[src/rtl/ctl_regbank_pkg.sv]
package ctl_regbank_pkg;

   // fixed register locations (6-bit address space)
   localparam logic [5:0] A_ID0   = 6'h00;
   localparam logic [5:0] A_ID1   = 6'h01;
   localparam logic [5:0] A_ID2   = 6'h02;
   localparam logic [5:0] A_REV   = 6'h03;
   localparam logic [5:0] A_FIELD = 6'h06;
   localparam logic [5:0] A_GP    = 6'h0E;
   localparam logic [5:0] A_LAST  = 6'h22;

   // plain read/write control bytes
   localparam int NCTL = 6;
   localparam int C_GLOB = 0;
   localparam int C_VID  = 1;
   localparam int C_GEN  = 2;
   localparam int C_CC1  = 3;
   localparam int C_CC2  = 4;
   localparam int C_CCC  = 5;

   localparam logic [5:0] CTL_ADDR [NCTL] = '{6'h04, 6'h05, 6'h0F, 6'h20, 6'h21, 6'h22};
   localparam logic [7:0] CTL_RST  [NCTL] = '{8'h00, 8'h01, 8'hF2, 8'h80, 8'h80, 8'h00};

   // one host access as captured at the synchronised strobe start
   typedef struct packed {
      logic       rd;
      logic       dsel;
      logic [7:0] d;
   } acc_t;

endpackage

[src/rtl/ctl_sync.sv]
module ctl_sync #(
   parameter int   STAGES  = 2,
   parameter logic RST_VAL = 1'b1
) (
   input  logic clk,
   input  logic rst_n,
   input  logic d,
   output logic q
);

   logic [STAGES-1:0] chain;

   always_ff @(posedge clk or negedge rst_n) begin
      if (!rst_n) chain <= {STAGES{RST_VAL}};
      else        chain <= {chain[STAGES-2:0], d};
   end

   assign q = chain[STAGES-1];

endmodule

[src/rtl/ctl_ptr.sv]
module ctl_ptr #(
   parameter int PTR_W = 6,
   parameter int LAST  = 'h22
) (
   input  logic             clk,
   input  logic             rst_n,
   input  logic             load,
   input  logic [PTR_W-1:0] load_val,
   input  logic             step,
   output logic [PTR_W-1:0] ptr
);

   localparam logic [PTR_W-1:0] LAST_P = PTR_W'(LAST);

   always_ff @(posedge clk or negedge rst_n) begin
      if (!rst_n)                    ptr <= '0;
      else if (load)                 ptr <= load_val;
      else if (step && ptr < LAST_P) ptr <= ptr + 1'b1;
   end

endmodule

[src/rtl/ctl_store.sv]
module ctl_store
   import ctl_regbank_pkg::*;
#(
   parameter int         PTR_W = 6,
   parameter logic [7:0] ID0   = 8'h97,
   parameter logic [7:0] ID1   = 8'h24,
   parameter logic [7:0] ID2   = 8'h90,
   parameter logic [7:0] REV   = 8'h01
) (
   input  logic              clk,
   input  logic              rst_n,
   input  logic              wr_en,
   input  logic [PTR_W-1:0]  wr_addr,
   input  logic [7:0]        wr_data,
   input  logic [PTR_W-1:0]  rd_addr,
   input  logic              ser_mode,
   input  logic [1:0]        gp_in,
   input  logic              burst_flag,
   input  logic              csync_n,
   input  logic [2:0]        field_id,
   output logic [7:0]        rd_data,
   output logic [NCTL*8-1:0] ctl_flat,
   output logic [3:0]        gp_bits
);

   // control bytes, one per table entry
   for (genvar i = 0; i < NCTL; i++) begin : g_ctl
      logic [7:0] q;
      always_ff @(posedge clk or negedge rst_n) begin
         if (!rst_n)
            q <= CTL_RST[i];
         else if (wr_en && wr_addr == PTR_W'(CTL_ADDR[i]))
            q <= wr_data;
      end
      assign ctl_flat[i*8 +: 8] = q;
   end

   // only the output field of the general-purpose register is storage
   always_ff @(posedge clk or negedge rst_n) begin
      if (!rst_n)
         gp_bits <= '0;
      else if (wr_en && wr_addr == PTR_W'(A_GP))
         gp_bits <= wr_data[5:2];
   end

   always_comb begin
      rd_data = 8'h00;
      if (rd_addr == PTR_W'(A_ID0))        rd_data = ID0;
      else if (rd_addr == PTR_W'(A_ID1))   rd_data = ID1;
      else if (rd_addr == PTR_W'(A_ID2))   rd_data = ID2;
      else if (rd_addr == PTR_W'(A_REV))   rd_data = REV;
      else if (rd_addr == PTR_W'(A_FIELD)) rd_data = {2'b00, field_id, 3'b000};
      else if (rd_addr == PTR_W'(A_GP))
         rd_data = {(ser_mode ? gp_in : 2'b00), gp_bits, burst_flag, csync_n};
      for (int i = 0; i < NCTL; i++) begin
         if (rd_addr == PTR_W'(CTL_ADDR[i])) rd_data = ctl_flat[i*8 +: 8];
      end
   end

endmodule

[src/rtl/ctl_regbank.sv]
module ctl_regbank
   import ctl_regbank_pkg::*;
#(
   parameter int         DATA_W      = 8,
   parameter int         PTR_W       = 6,
   parameter int         SYNC_STAGES = 2,
   parameter int         PTR_LAST    = 'h22,
   parameter logic [7:0] ID0         = 8'h97,
   parameter logic [7:0] ID1         = 8'h24,
   parameter logic [7:0] ID2         = 8'h90,
   parameter logic [7:0] REV_ID      = 8'h01
) (
   input  logic              clk,
   input  logic              rst_n,
   input  logic              cs_n,
   input  logic              rw,
   input  logic              a_sel,
   input  logic [DATA_W-1:0] bus_in,
   output logic [DATA_W-1:0] bus_out,
   output logic              bus_oe,
   input  logic              ser_mode,
   input  logic [1:0]        gp_in,
   output logic [3:0]        gp_out,
   output logic              gp_out_en,
   input  logic              burst_flag,
   input  logic              csync_n,
   input  logic [2:0]        field_id,
   output logic              out_en,
   output logic [7:0]        glob_ctl,
   output logic [7:0]        vid_ctl,
   output logic [7:0]        gen_ctl,
   output logic [7:0]        cc_byte1,
   output logic [7:0]        cc_byte2,
   output logic [7:0]        cc_ctl
);

   // elaboration-time parameter checks
   if (DATA_W != 8) begin : g_bad_width
      $error("ctl_regbank: register layout is byte wide, DATA_W must be 8");
   end
   if (PTR_W < 6 || PTR_W > DATA_W) begin : g_bad_ptr
      $error("ctl_regbank: PTR_W must cover 3Fh and fit in a data byte");
   end
   if (SYNC_STAGES < 2) begin : g_bad_sync
      $error("ctl_regbank: at least two synchroniser stages are required");
   end
   if (PTR_LAST != int'(A_LAST)) begin : g_bad_last
      $error("ctl_regbank: pointer limit must match the last mapped register");
   end

   logic             cs_s, cs_d;
   logic             acc_start, acc_end;
   acc_t             acc_q;
   logic [PTR_W-1:0] ptr;
   logic [7:0]       rd_data;
   logic [NCTL*8-1:0] ctl_flat;
   logic [3:0]       gp_bits;
   logic             wr_en, ptr_load, ptr_step, rd_gp_now;

   ctl_sync #(.STAGES(SYNC_STAGES), .RST_VAL(1'b1)) u_cs_sync (
      .clk   (clk),
      .rst_n (rst_n),
      .d     (cs_n),
      .q     (cs_s)
   );

   always_ff @(posedge clk or negedge rst_n) begin
      if (!rst_n) begin
         cs_d   <= 1'b1;
         out_en <= 1'b0;
      end else begin
         cs_d   <= cs_s;
         out_en <= 1'b1;
      end
   end

   assign acc_start = cs_d & ~cs_s;
   assign acc_end   = ~cs_d & cs_s;

   // strobe qualifiers are stable by the time the synchronised fall arrives
   always_ff @(posedge clk or negedge rst_n) begin
      if (!rst_n)         acc_q <= '0;
      else if (acc_start) acc_q <= '{rd: rw, dsel: a_sel, d: bus_in};
   end

   assign wr_en    = acc_end & ~acc_q.rd &  acc_q.dsel;
   assign ptr_load = acc_end & ~acc_q.rd & ~acc_q.dsel;
   assign ptr_step = acc_end &  acc_q.dsel;

   ctl_ptr #(.PTR_W(PTR_W), .LAST(PTR_LAST)) u_ptr (
      .clk      (clk),
      .rst_n    (rst_n),
      .load     (ptr_load),
      .load_val (acc_q.d[PTR_W-1:0]),
      .step     (ptr_step),
      .ptr      (ptr)
   );

   ctl_store #(
      .PTR_W (PTR_W),
      .ID0   (ID0),
      .ID1   (ID1),
      .ID2   (ID2),
      .REV   (REV_ID)
   ) u_store (
      .clk        (clk),
      .rst_n      (rst_n),
      .wr_en      (wr_en),
      .wr_addr    (ptr),
      .wr_data    (acc_q.d),
      .rd_addr    (ptr),
      .ser_mode   (ser_mode),
      .gp_in      (gp_in),
      .burst_flag (burst_flag),
      .csync_n    (csync_n),
      .field_id   (field_id),
      .rd_data    (rd_data),
      .ctl_flat   (ctl_flat),
      .gp_bits    (gp_bits)
   );

   // host port, driven combinationally while a read strobe is held
   assign bus_oe  = rst_n & out_en & ~cs_n & rw;
   assign bus_out = a_sel ? rd_data : DATA_W'(ptr);

   assign rd_gp_now = ~cs_n & rw & a_sel & (ptr == PTR_W'(A_GP));
   assign gp_out    = gp_bits;
   assign gp_out_en = out_en & (ser_mode | rd_gp_now);

   assign glob_ctl = ctl_flat[C_GLOB*8 +: 8];
   assign vid_ctl  = ctl_flat[C_VID*8  +: 8];
   assign gen_ctl  = ctl_flat[C_GEN*8  +: 8];
   assign cc_byte1 = ctl_flat[C_CC1*8  +: 8];
   assign cc_byte2 = ctl_flat[C_CC2*8  +: 8];
   assign cc_ctl   = ctl_flat[C_CCC*8  +: 8];

endmodule

[config.mk]
export PLATFORM = sky130hd
export DESIGN_NAME = ctl_regbank
export DESIGN_NICKNAME = d
export VERILOG_FILES = /design/src/rtl/ctl_regbank_pkg.sv /design/src/rtl/ctl_sync.sv /design/src/rtl/ctl_ptr.sv /design/src/rtl/ctl_store.sv /design/src/rtl/ctl_regbank.sv
export SDC_FILE = /design/constraint.sdc
export NUM_CORES = 1
export LEC_CHECK = 0
export BUFFER_PORTS_ARGS = -buffer_cell sky130_fd_sc_hd__buf_2
export CORE_ASPECT_RATIO = 1.5
export CORE_MARGIN = 2
export CORE_UTILIZATION = 58
export CTS_CLUSTER_DIAMETER = 200
export CTS_CLUSTER_SIZE = 20
export DETAILED_ROUTE_END_ITERATION = 12
export HOLD_SLACK_MARGIN = 0.08
export PLACE_DENSITY = 0.85
export SETUP_SLACK_MARGIN = 0.05
export SLEW_MARGIN = 0
export SYNTH_ARGS = -nofsm -noshare
export SYNTH_HDL_FRONTEND = slang
export SYNTH_HIERARCHICAL = 1
export SYNTH_SLANG_ARGS = --single-unit
[constraint.sdc]
create_clock -name clk -period 7.4 [get_ports clk]
set_clock_uncertainty 0.05 [all_clocks]
set_input_delay 1.48 -clock clk [delete_from_list [all_inputs] [get_ports clk]]
set_output_delay 1.48 -clock clk [all_outputs]
set_load 0.02 [all_outputs]
==> summary.txt, run 1 <==
==========================================================================================
Wirelength, routed                                                                10500 um
Worst-path cell chain                                                         buf_4 -> nand2b_1 -> nor2_1 -> a22oi_1 -> o32a_1 -> a21oi_1 -> mux2_2 -> buf_2
Areal power density over the cells                                              360 mW/mm2
Count of buffering cells on the critical path with inverters included                    2
Distinct cell type count after synthesis                                                65
Setup-violating endpoint count in the final report                                       0
Part of the Yosys area used for sequential elements                                  0.483
Async set-or-reset flop fraction in the synthesized netlist                           1.00
Syn Area/Cell                                                                     11.6 um2
Worst Path Arrival                                                                 3150 ps
Pre-CTS setup slack                                                                3220 ps
Max Freq                                                                           214 MHz
DRC violation count after routing                                                        0
Slew Limit Headroom                                                                  0.282
Sequential Power Share                                                               0.388
Number of nets in the finished design                                                  430
Clock tree from TritonCTS                                                              yes
Initial cell density of the core                                                     0.605
Result of the run                                                                completed
Synth-to-Final Area Change                                                           19.1%
First-pass GRT wire length                                                        16200 um
DRC marker count from the first detailed-route iteration                               387
Summed instance area of the synthesized netlist                                0.00376 mm2
Post-Route Utilization                                                               0.720
Tcrit/Tclk final                                                                     0.632
Die area                                                                       0.00716 mm2
Tmin final                                                                         4680 ps
Hold crit path type                                                           flop to flop
Maximum buffer depth of the clock tree                                                   2
Count of buffers from port buffering                                                    83
Total power                                                                        1.61 mW
Number of inserted diodes                                                                0
Std cell rows                                                                           35
Layout cell share with drive strength beyond 1                                       0.373
Post-CTS resize count                                                                    0
Routed length per placed instance                                                  21.5 um
Peak supply drop                                                                  0.235 mV
Combinational Power Share                                                            0.391
Detailed-router iteration count before antenna repair                                    5
Final Hold Fails                                                                         0
Sw Share                                                                             0.412
Yosys warnings                                                                           6
Overflow left after global routing                                                       0
Most area-hungry cell type in the Yosys netlist                                    dfrtp_1
CTS Hold Bufs                                                                            0
Required arrival time at the worst endpoint                                        5870 ps
Net count after synthesis                                                              345
Top-level port count                                                                    84
Clock edge transition at the registers on the reported setup and hold paths          70 ps
Number of global-route vias before repair                                             3109
Largest net degree at the start of global routing                                       41
Internal                                                                          0.948 mW
Launching element type of the critical path                                           flop
Core area                                                                      0.00622 mm2
PnR worst setup slack                                                              2720 ps
Standard cell with the maximum stage delay on the critical path                    dfrtp_1
Reported leakage power                                                             2.22 nW
Die width                                                                          69.7 um
Switching power total                                                             0.663 mW
Post-synth top cells                                                          dfrtp_1, mux2_1, mux2_2
Total setup buffers inserted after CTS                                                   0
Ys flop type                                                                       dfrtp_1
H-tree levels                                                                            3
MaxCap Viol Count                                                                        0
Instance count of the mapped netlist                                                   323
Sink count of the clock tree                                                            72
Biggest fanout along the worst timing path                                              23
Synth top area share                                                                 0.406
Post-DP HPWL                                                                       7020 um
Worst Setup Path Type                                                         flop to output pin
Most common cell in the netlist                                                    dfrtp_1
Worst-Margin Slew                                                                  1070 ps
Root Buffer                                                                       clkbuf_8
Family of cells with the greatest summed delay on the critical path           simple AND/OR/NAND/NOR gates
Largest stage delay on the critical path                                            650 ps
Vertical die dimension                                                              103 um
Setup repair after global routing missed its margin                                  false
Max Slew Vio Count                                                                       0
Placer's final routability congestion estimate                                       0.910
Total via count after detailed routing                                                3157
Number of enable flip-flop cells after synthesis                                         0
Initial antenna violation count                                                          0
Number of vias per cell after detailed routing                                        6.48
Post-route antenna net violation count                                                   0
Synth area leaders                                                            dfrtp_1, mux2_1, mux2_2
Sum of negative setup slack                                                           0 ps
Post-synthesis sequential element count                                                 72
Power share of the clock group                                                       0.220
Clock latency at the later pin of the worst-skew pair                               350 ps
Global router's overall resource usage                                               0.299
Final worst hold slack                                                              307 ps
Critical Path Sink Type                                                         output pin
Number of buffers added by the clock tree synthesis step                                 9
==========================================================================================
-- layer usage --
metal / global-route usage / vias to the layer above / part of all wire
met4: 0.164 / 0 / 0.046
met1: 0.354 / 1529 / 0.36
met5: 0 / - / 0
met2: 0.506 / 194 / 0.51
li1: - / 1384 / -
met3: 0.0743 / 50 / 0.084
-- power groups by stage --
stage / Sequential (mW) / Clock (mW) / Combinational, mW
after floorplan: 0.643 / 0 / 0.395
after global placement: 0.624 / 0 / 0.592
after detailed placement: 0.626 / 0 / 0.612
after CTS: 0.620 / 0.361 / 0.619
after global routing: 0.640 / 0.376 / 0.672
final: 0.626 / 0.355 / 0.630
-- worst register-to-register path: stages (launching register included) --
cell	delay [ps]
dfrtp_1	820
and4bb_2	370
nand2b_1	130
nor3_2	730
mux2_1	400
-- sequential cells by signal (all words and copies together), names as in the netlist --
name	flops
u_store/g_ctl.q	48
u_store/gp_bits	4
u_cs_sync/chain	2
cs_d	1
u_ptr/ptr	6
acc_q	10
out_en	1
-- placed cells by master (no fill, tap or decap), types with 2 or more instances in the layout --
cell type | synthesis | final
a21oi_1 | 17 | 17
a22oi_1 | 5 | 5
a31oi_1 | 2 | 2
and2_1 | 2 | 2
and4b_1 | 2 | 2
buf_2 | 7 | 83
buf_4 | 0 | 6
bufinv_16 | 0 | 2
clkbuf_8 | 0 | 11
dfrtp_1 | 61 | 61
dfstp_2 | 11 | 11
inv_1 | 3 | 3
mux2_1 | 43 | 43
mux2_2 | 27 | 27
mux2i_1 | 3 | 3
nand2_1 | 15 | 15
nand2b_1 | 5 | 5
nand3_1 | 6 | 6
nand3b_1 | 4 | 4
nand4_1 | 2 | 2
nand4b_1 | 2 | 2
nor2_1 | 14 | 14
nor2b_1 | 9 | 9
nor3_1 | 5 | 5
nor4b_2 | 1 | 2
o211ai_1 | 2 | 2
o21ai_0 | 6 | 6
o21ai_1 | 9 | 9
o21bai_1 | 2 | 2
o22ai_1 | 9 | 9
o32a_1 | 2 | 2
o32ai_1 | 2 | 2
or2_2 | 2 | 2
or3_1 | 2 | 2
or4_1 | 2 | 2
-- cell type report --
type | count | area [um2]
multi-input cells | 233 | 1870
clock buffers | 12 | 155
flip-flops and latches | 72 | 1820
inverters | 3 | 11.3
well taps | 74 | 92.6
repair buffers | 89 | 460
clock inverters | 4 | 76.3
fillers | 446 | 1740
-- stage by stage --
stage                     cells  area [um2]
after global routing        487        4480
after CTS                   487        4480
final                       487        4480
after global placement      471        4250
after floorplan             323        3760
after detailed placement    471        4250
-- logic make-up after synthesis --
family,after synthesis,synth area share
AOI/OAI and AO/OA,70,0.127
xor gates and xnor gates,1,0.00233
adders and majority gates,1,0.00333
buffers and inverters,18,0.0223
DFF,72,0.483
muxes,73,0.218
other,1,0.000997
and+or+nand+nor,87,0.144
-- final timing paths --
| check | start | endpoint | slack, ps | cells after the start |
|---|---|---|---|---|
| setup / recovery | u_ptr/ptr[0]$_DFFE_PN0P_ | bus_out[5] | 2720 | 8 |
| hold / removal | u_cs_sync/chain[0]$_DFF_PN1_ | u_cs_sync/chain[1]$_DFF_PN1_ | 310 | 0 |
| setup reg to reg | u_ptr/ptr[2]$_DFFE_PN0P_ | u_store/g_ctl[0].q[5]$_DFFE_PN0P_ | 4790 | 4 |
| hold reg to reg | u_cs_sync/chain[0]$_DFF_PN1_ | u_cs_sync/chain[1]$_DFF_PN1_ | 310 | 0 |
| max in group asynchronous | rst_n | u_store/g_ctl[1].q[0]$_DFFE_PN1P_ | 5310 | 3 |
| min in group asynchronous | rst_n | acc_q[7]$_DFFE_PN0P_ | 1110 | 2 |
No activity file was read; power rests on OpenSTA's default activity.
==> inputs of run 2 (changes only) <==
Settings changed: ABC_AREA set to 1, CORE_UTILIZATION 58 to 49, PLACE_DENSITY 0.85 to 0.76.
Clock period 7.4 ns to 4.3 ns, I/O delays scaled along.
==> summary.txt, run 2 <==
==========================================================================================
Initial antenna violation count                                                          0
Most common cell in the netlist                                                    nand2_1
Number of enable flip-flop cells after synthesis                                         0
Vertical die dimension                                                              110 um
Areal power density over the cells                                              599 mW/mm2
Placer's final routability congestion estimate                                        1.02
Worst Setup Path Type                                                         flop to output pin
Part of the Yosys area used for sequential elements                                  0.492
Post-Route Utilization                                                               0.598
Yosys warnings                                                                           6
Setup crit start                                                              u_ptr/ptr[2]$_DFFE_PN0P_
Register with the most flip-flops                                             u_store/g_ctl.q
R2R cell count                                                                           6
Net count after synthesis                                                              490
Sink count of the clock tree                                                            72
Clock latency at the later pin of the worst-skew pair                               360 ps
Die area                                                                       0.00826 mm2
Most common cell after layout, fill and taps aside                                 nand2_1
PnR worst setup slack                                                               877 ps
Combinational Power Share                                                            0.409
Distinct cell type count after synthesis                                                34
Critical Path Sink Type                                                         output pin
Top-level port count                                                                    84
DRC violation count after routing                                                        0
WL met3                                                                             555 um
Final Hold Fails                                                                         0
Post-DP HPWL                                                                       7500 um
Layout Cell Area excl Fill                                                     0.00435 mm2
Post-CTS resize count                                                                    0
Clock edge transition at the registers on the reported setup and hold paths          70 ps
Biggest fanout along the worst timing path                                              17
Launching element type of the critical path                                           flop
Biggest regs                                                                  u_store/g_ctl.q: 48 flops, acc_q: 10 flops, u_ptr/ptr: 6 flops
Global router's overall resource usage                                               0.263
Async set-or-reset flop fraction in the synthesized netlist                           1.00
Register-to-register setup slack                                                   2140 ps
Tcrit/Tclk final                                                                     0.796
Die width                                                                          74.9 um
Post-synth top cells                                                          nand2_1, dfrtp_1, o21ai_0
Core area                                                                      0.00727 mm2
Synth area leaders                                                            dfrtp_1, nand2_1, dfstp_2
Placed instance area                                                           0.00418 mm2
Internal                                                                           1.42 mW
Number of buffers added by the clock tree synthesis step                                 9
Number of vias per cell after detailed routing                                        5.19
Setup-violating endpoint count in the final report                                       0
Largest stage delay on the critical path                                            740 ps
Routed metal-1 wire length                                                         4240 um
Clock tree from TritonCTS                                                              yes
Worst r2r dst                                                                 u_store/g_ctl[4].q[7]$_DFFE_PN1P_
Most area-hungry cell type in the Yosys netlist                                    dfrtp_1
Worst Path Arrival                                                                 2510 ps
Overflow left after global routing                                                       0
Instance count of the mapped netlist                                                   468
Wirelength, routed                                                                10200 um
FILL cells                                                                             702
Result of the run                                                                completed
Worst-path cell chain                                                         inv_1 -> nor2_1 -> nand2_1 -> nor2_2 -> a21oi_1 -> nand3_1 -> nand2_1 -> nand4_1 -> nand2_1 -> nand2_1 -> buf_2
Largest net degree at the start of global routing                                       73
Count of buffers from port buffering                                                    83
Pre-CTS setup slack                                                                1320 ps
Root Buffer                                                                       clkbuf_8
Initial cell density of the core                                                     0.508
Power share of the clock group                                                       0.180
Number of global-route vias before repair                                             3226
Syn Area/Cell                                                                     7.89 um2
Standard cell with the maximum stage delay on the critical path                    dfrtp_1
Max Slew Vio Count                                                                       0
Largest register FFs                                                                    48
MaxCap Viol Count                                                                        0
Maximum buffer depth of the clock tree                                                   2
Worst-Margin Slew                                                                   862 ps
Sw Share                                                                             0.455
Reported leakage power                                                             2.26 nW
Top layer reached by signal wires                                                     met4
Std cell rows                                                                           38
Hold crit path type                                                           flop to flop
Sequential Power Share                                                               0.411
Crit-path most repeated cell                                                       nand2_1
Tmin final                                                                         3420 ps
Detailed-router iteration count before antenna repair                                    5
Number of nets in the finished design                                                  575
Met2 wire length                                                                   5060 um
Post-synthesis sequential element count                                                 72
Number of inserted diodes                                                                0
DRC marker count from the first detailed-route iteration                               210
Total via count after detailed routing                                                3416
Slew Limit Headroom                                                                  0.425
Area occupied by multi-input gates                                             0.00162 mm2
Setup repair after global routing missed its margin                                  false
Critical register-to-register path startpoint                                 u_cs_sync/chain[1]$_DFF_PN1_
Layout cell share with drive strength beyond 1                                       0.247
Total setup buffers inserted after CTS                                                   0
Ys flop type                                                                       dfrtp_1
Synth-to-Final Area Change                                                           17.8%
Max Freq                                                                           292 MHz
Post-route antenna net violation count                                                   0
H-tree levels                                                                            3
Most frequent cells in the layout                                             nand2_1, buf_2, dfrtp_1
Peak supply drop                                                                  0.352 mV
Required arrival time at the worst endpoint                                        3390 ps
Sequential cell area in the final layout                                       0.00182 mm2
Worst Setup EP                                                                  bus_out[2]
Synth top area share                                                                 0.413
Routed length per placed instance                                                  15.5 um
Sum of negative setup slack                                                           0 ps
CTS Hold Bufs                                                                            0
First-pass GRT wire length                                                        15900 um
Switching power total                                                              1.19 mW
Summed instance area of the synthesized netlist                                0.00369 mm2
==========================================================================================
-- run 2: final cells by class --
type,instances,area share
Tap cell,100,0.0288
Clock inverter,6,0.00806
Timing Repair Buffer,85,0.0990
Multi-Input combinational cell,337,0.374
Clock buffer,10,0.0317
Inverter,48,0.0414
Sequential cell,72,0.418
-- run 2: power groups by stage --
stage               sequential (mW)  combinational, mW  clock (mW)
floorplan                      1.16              0.596           0
detailed placement             1.08               1.05           0
global route                   1.11               1.18       0.498
CTS                            1.07               1.06       0.478
global placement               1.08               1.04           0
finish                         1.07               1.07       0.468
-- run 2: layer usage --
metal	vias up	track usage
met5	-	0
met4	0	0.133
met3	27	0.0409
met2	124	0.429
met1	1594	0.334
li1	1671	-
-- run 2: cells by family (layout without fill, tap and decap cells) --
| logic type | after synthesis | after routing | synth area share |
|---|---|---|---|
| xor+xnor | 1 | 1 | 0.00237 |
| flops | 72 | 72 | 0.492 |
| other cells | 1 | 1 | 0.00102 |
| fa+ha+maj | 1 | 1 | 0.00339 |
| mux | 8 | 8 | 0.0305 |
| compound gates | 66 | 66 | 0.0901 |
| buf+inv | 59 | 149 | 0.0685 |
| simple gates | 260 | 260 | 0.312 |
-- run 2: per-stage QoR --
step                power (mW)  instances  hold slack, ps
global route              2.78        658             313
finish                    2.60        658             309
floorplan                 1.76        468             295
CTS                       2.61        658             310
global placement          2.11        642             297
detailed placement        2.14        642             300
-- run 2: worst min-delay path by stage --
stage | startpoint | to | slack (ps) | depth (start not counted)
5_1_grt | u_cs_sync/chain[0]$_DFF_PN1_ | u_cs_sync/chain[1]$_DFF_PN1_ | 310 | 0
3_3_place_gp | u_cs_sync/chain[0]$_DFF_PN1_ | u_cs_sync/chain[1]$_DFF_PN1_ | 300 | 0
2_1_floorplan | u_cs_sync/chain[0]$_DFF_PN1_ | u_cs_sync/chain[1]$_DFF_PN1_ | 300 | 0
6_report | u_cs_sync/chain[0]$_DFF_PN1_ | u_cs_sync/chain[1]$_DFF_PN1_ | 310 | 0
3_5_place_dp | u_cs_sync/chain[0]$_DFF_PN1_ | u_cs_sync/chain[1]$_DFF_PN1_ | 300 | 0
4_1_cts | u_cs_sync/chain[0]$_DFF_PN1_ | u_cs_sync/chain[1]$_DFF_PN1_ | 310 | 0
-- run 2: worst max-delay path, delay by kind of cell, from the launching register on --
family,cells,cell delay (ps)
flops,1,740
simple gates,8,1040
buf+inv,2,250
compound gates,1,140
==> inputs of run 3 (changes only) <==
Settings changed: CORE_UTILIZATION 49 to 54, PLACE_DENSITY 0.76 to 0.8.
Clock period 4.3 ns to 3.42 ns, I/O delays scaled along.
==> summary.txt, run 3 (synthesized netlist as in run 2, its figures left out) <==
==========================================================================================
Number of vias per cell after detailed routing                                        5.45
Biggest fanout along the worst timing path                                              15
Wirelength, routed                                                                10300 um
Worst Hold End                                                                u_cs_sync/chain[1]$_DFF_PN1_
Max Freq                                                                           318 MHz
Global router's overall resource usage                                               0.290
Worst Hold Launch                                                             u_cs_sync/chain[0]$_DFF_PN1_
Vertical die dimension                                                              105 um
Initial cell density of the core                                                     0.561
Clock latency at the later pin of the worst-skew pair                               360 ps
Launching element type of the critical path                                           flop
Setup-violating endpoint count in the final report                                       0
Worst Path Arrival                                                                 2410 ps
Most common cell after layout, fill and taps aside                                 nand2_1
Worst-path cell chain                                                         buf_4 -> nor2_2 -> nand3_1 -> nor2_2 -> a21oi_1 -> nand4_1 -> nand2_1 -> nand2_1 -> nand2_1 -> o21ai_0 -> buf_2
Die width                                                                          71.5 um
First-pass GRT wire length                                                        16600 um
Layout Cell Area excl Fill                                                     0.00443 mm2
DRC violation count after routing                                                        0
MaxCap Viol Count                                                                        0
Crit-path most repeated cell                                                       nand2_1
CTS Hold Bufs                                                                            0
Overflow left after global routing                                                       0
Top-level port count                                                                    84
Detailed-router iteration count before antenna repair                                    6
Routed length per placed instance                                                  16.2 um
Post-route antenna net violation count                                                   0
Clock edge transition at the registers on the reported setup and hold paths          80 ps
Maximum buffer depth of the clock tree                                                   2
Final Hold Fails                                                                         0
Number of inserted diodes                                                                0
Total setup buffers inserted after CTS                                                   0
Critical Path Sink Type                                                         output pin
Largest register FFs                                                                    48
Tmin final                                                                         3140 ps
Count of buffers from port buffering                                                    83
Areal power density over the cells                                              807 mW/mm2
Total via count after detailed routing                                                3474
Number of global-route vias before repair                                             3353
H-tree levels                                                                            3
Hold crit path type                                                           flop to flop
Worst r2r dst                                                                 u_store/g_ctl[1].q[4]$_DFFE_PN0P_
Cells on Worst Hold Path                                                                 0
Root Buffer                                                                       clkbuf_8
Core area                                                                      0.00658 mm2
Placer's final routability congestion estimate                                        1.02
Layout cell share with drive strength beyond 1                                       0.251
Biggest regs                                                                  u_store/g_ctl.q: 48 flops, acc_q: 10 flops, u_ptr/ptr: 6 flops
Number of buffers added by the clock tree synthesis step                                 9
Register-to-register setup slack                                                   1280 ps
Placed instance area                                                           0.00418 mm2
R2R cell count                                                                           6
Die area                                                                       0.00753 mm2
Synth-to-Final Area Change                                                           20.0%
Tcrit/Tclk final                                                                     0.919
Largest net degree at the start of global routing                                       73
Largest stage delay on the critical path                                            400 ps
Peak supply drop                                                                  0.485 mV
Post-CTS resize count                                                                    0
Result of the run                                                                completed
Sink count of the clock tree                                                            72
Number of nets in the finished design                                                  579
Max Slew Vio Count                                                                       0
Slew Limit Headroom                                                                  0.417
Setup repair after global routing missed its margin                                  false
Worst-Margin Slew                                                                   874 ps
Most frequent cells in the layout                                             nand2_1, buf_2, dfrtp_1
Clock tree from TritonCTS                                                              yes
Critical register-to-register path startpoint                                 u_cs_sync/chain[1]$_DFF_PN1_
Register with the most flip-flops                                             u_store/g_ctl.q
Worst Setup Path Type                                                         flop to output pin
Std cell rows                                                                           36
Reported leakage power                                                             2.32 nW
Standard cell with the maximum stage delay on the critical path                    dfrtp_1
DRC marker count from the first detailed-route iteration                               239
Required arrival time at the worst endpoint                                        2690 ps
Post-DP HPWL                                                                       7630 um
Initial antenna violation count                                                          0
Sum of negative setup slack                                                           0 ps
==========================================================================================
==> run 3: layout make-up <==
class	count	area, um2
Clock buffer	12	155
Clock inverter	4	98.8
Fill cell	563	2150
Inverter	48	180
Multi-Input combinational cell	337	1620
Sequential cell	72	1820
Tap cell	76	95.1
Timing Repair Buffer	89	460
==> run 3: worst max-delay path by stage <==
stage	startpoint	endpoint	cells past startpoint
after floorplan	u_ptr/ptr[3]$_DFFE_PN0P_	bus_out[4]	9
after global placement	u_ptr/ptr[3]$_DFFE_PN0P_	bus_out[4]	11
after detailed placement	u_ptr/ptr[3]$_DFFE_PN0P_	bus_out[4]	11
after CTS	u_ptr/ptr[3]$_DFFE_PN0P_	bus_out[4]	11
after global routing	u_ptr/ptr[3]$_DFFE_PN0P_	bus_out[4]	11
final	u_ptr/ptr[3]$_DFFE_PN0P_	bus_out[4]	11
==> run 3: metrics by stage <==
stage | hold WS, ps | total power, mW | util | cells | worst slack [ps]
6_report | 312 | 3.58 | 0.674 | 638 | 276
5_1_grt | 317 | 3.79 | 0.674 | 638 | 100
4_1_cts | 312 | 3.57 | 0.674 | 638 | 296
3_5_place_dp | 299 | 2.72 | 0.635 | 622 | 696
3_3_place_gp | 297 | 2.70 | 0.635 | 622 | 696
2_1_floorplan | 295 | 2.21 | - | 468 | 1040
==> run 3: routing by layer <==
layer	GRT usage	vias up	routed length, um
li1	-	1679	-
met1	0.361	1611	4110
met2	0.479	157	5100
met3	0.0593	27	735
met4	0.135	0	384
met5	0	-	0
==> run 3: worst max-delay path: cells and delay by family (launching register included) <==
family / cells / cell delay [ps]
simple gates: 7 / 1070
flops: 1 / 400
buf+inv: 2 / 390
compound gates: 2 / 170
==> run 3: report_power, final <==
part,switching [mW],internal (mW)
clock network,0.320,0.527
logic,0.977,0.474
registers,0.217,1.06
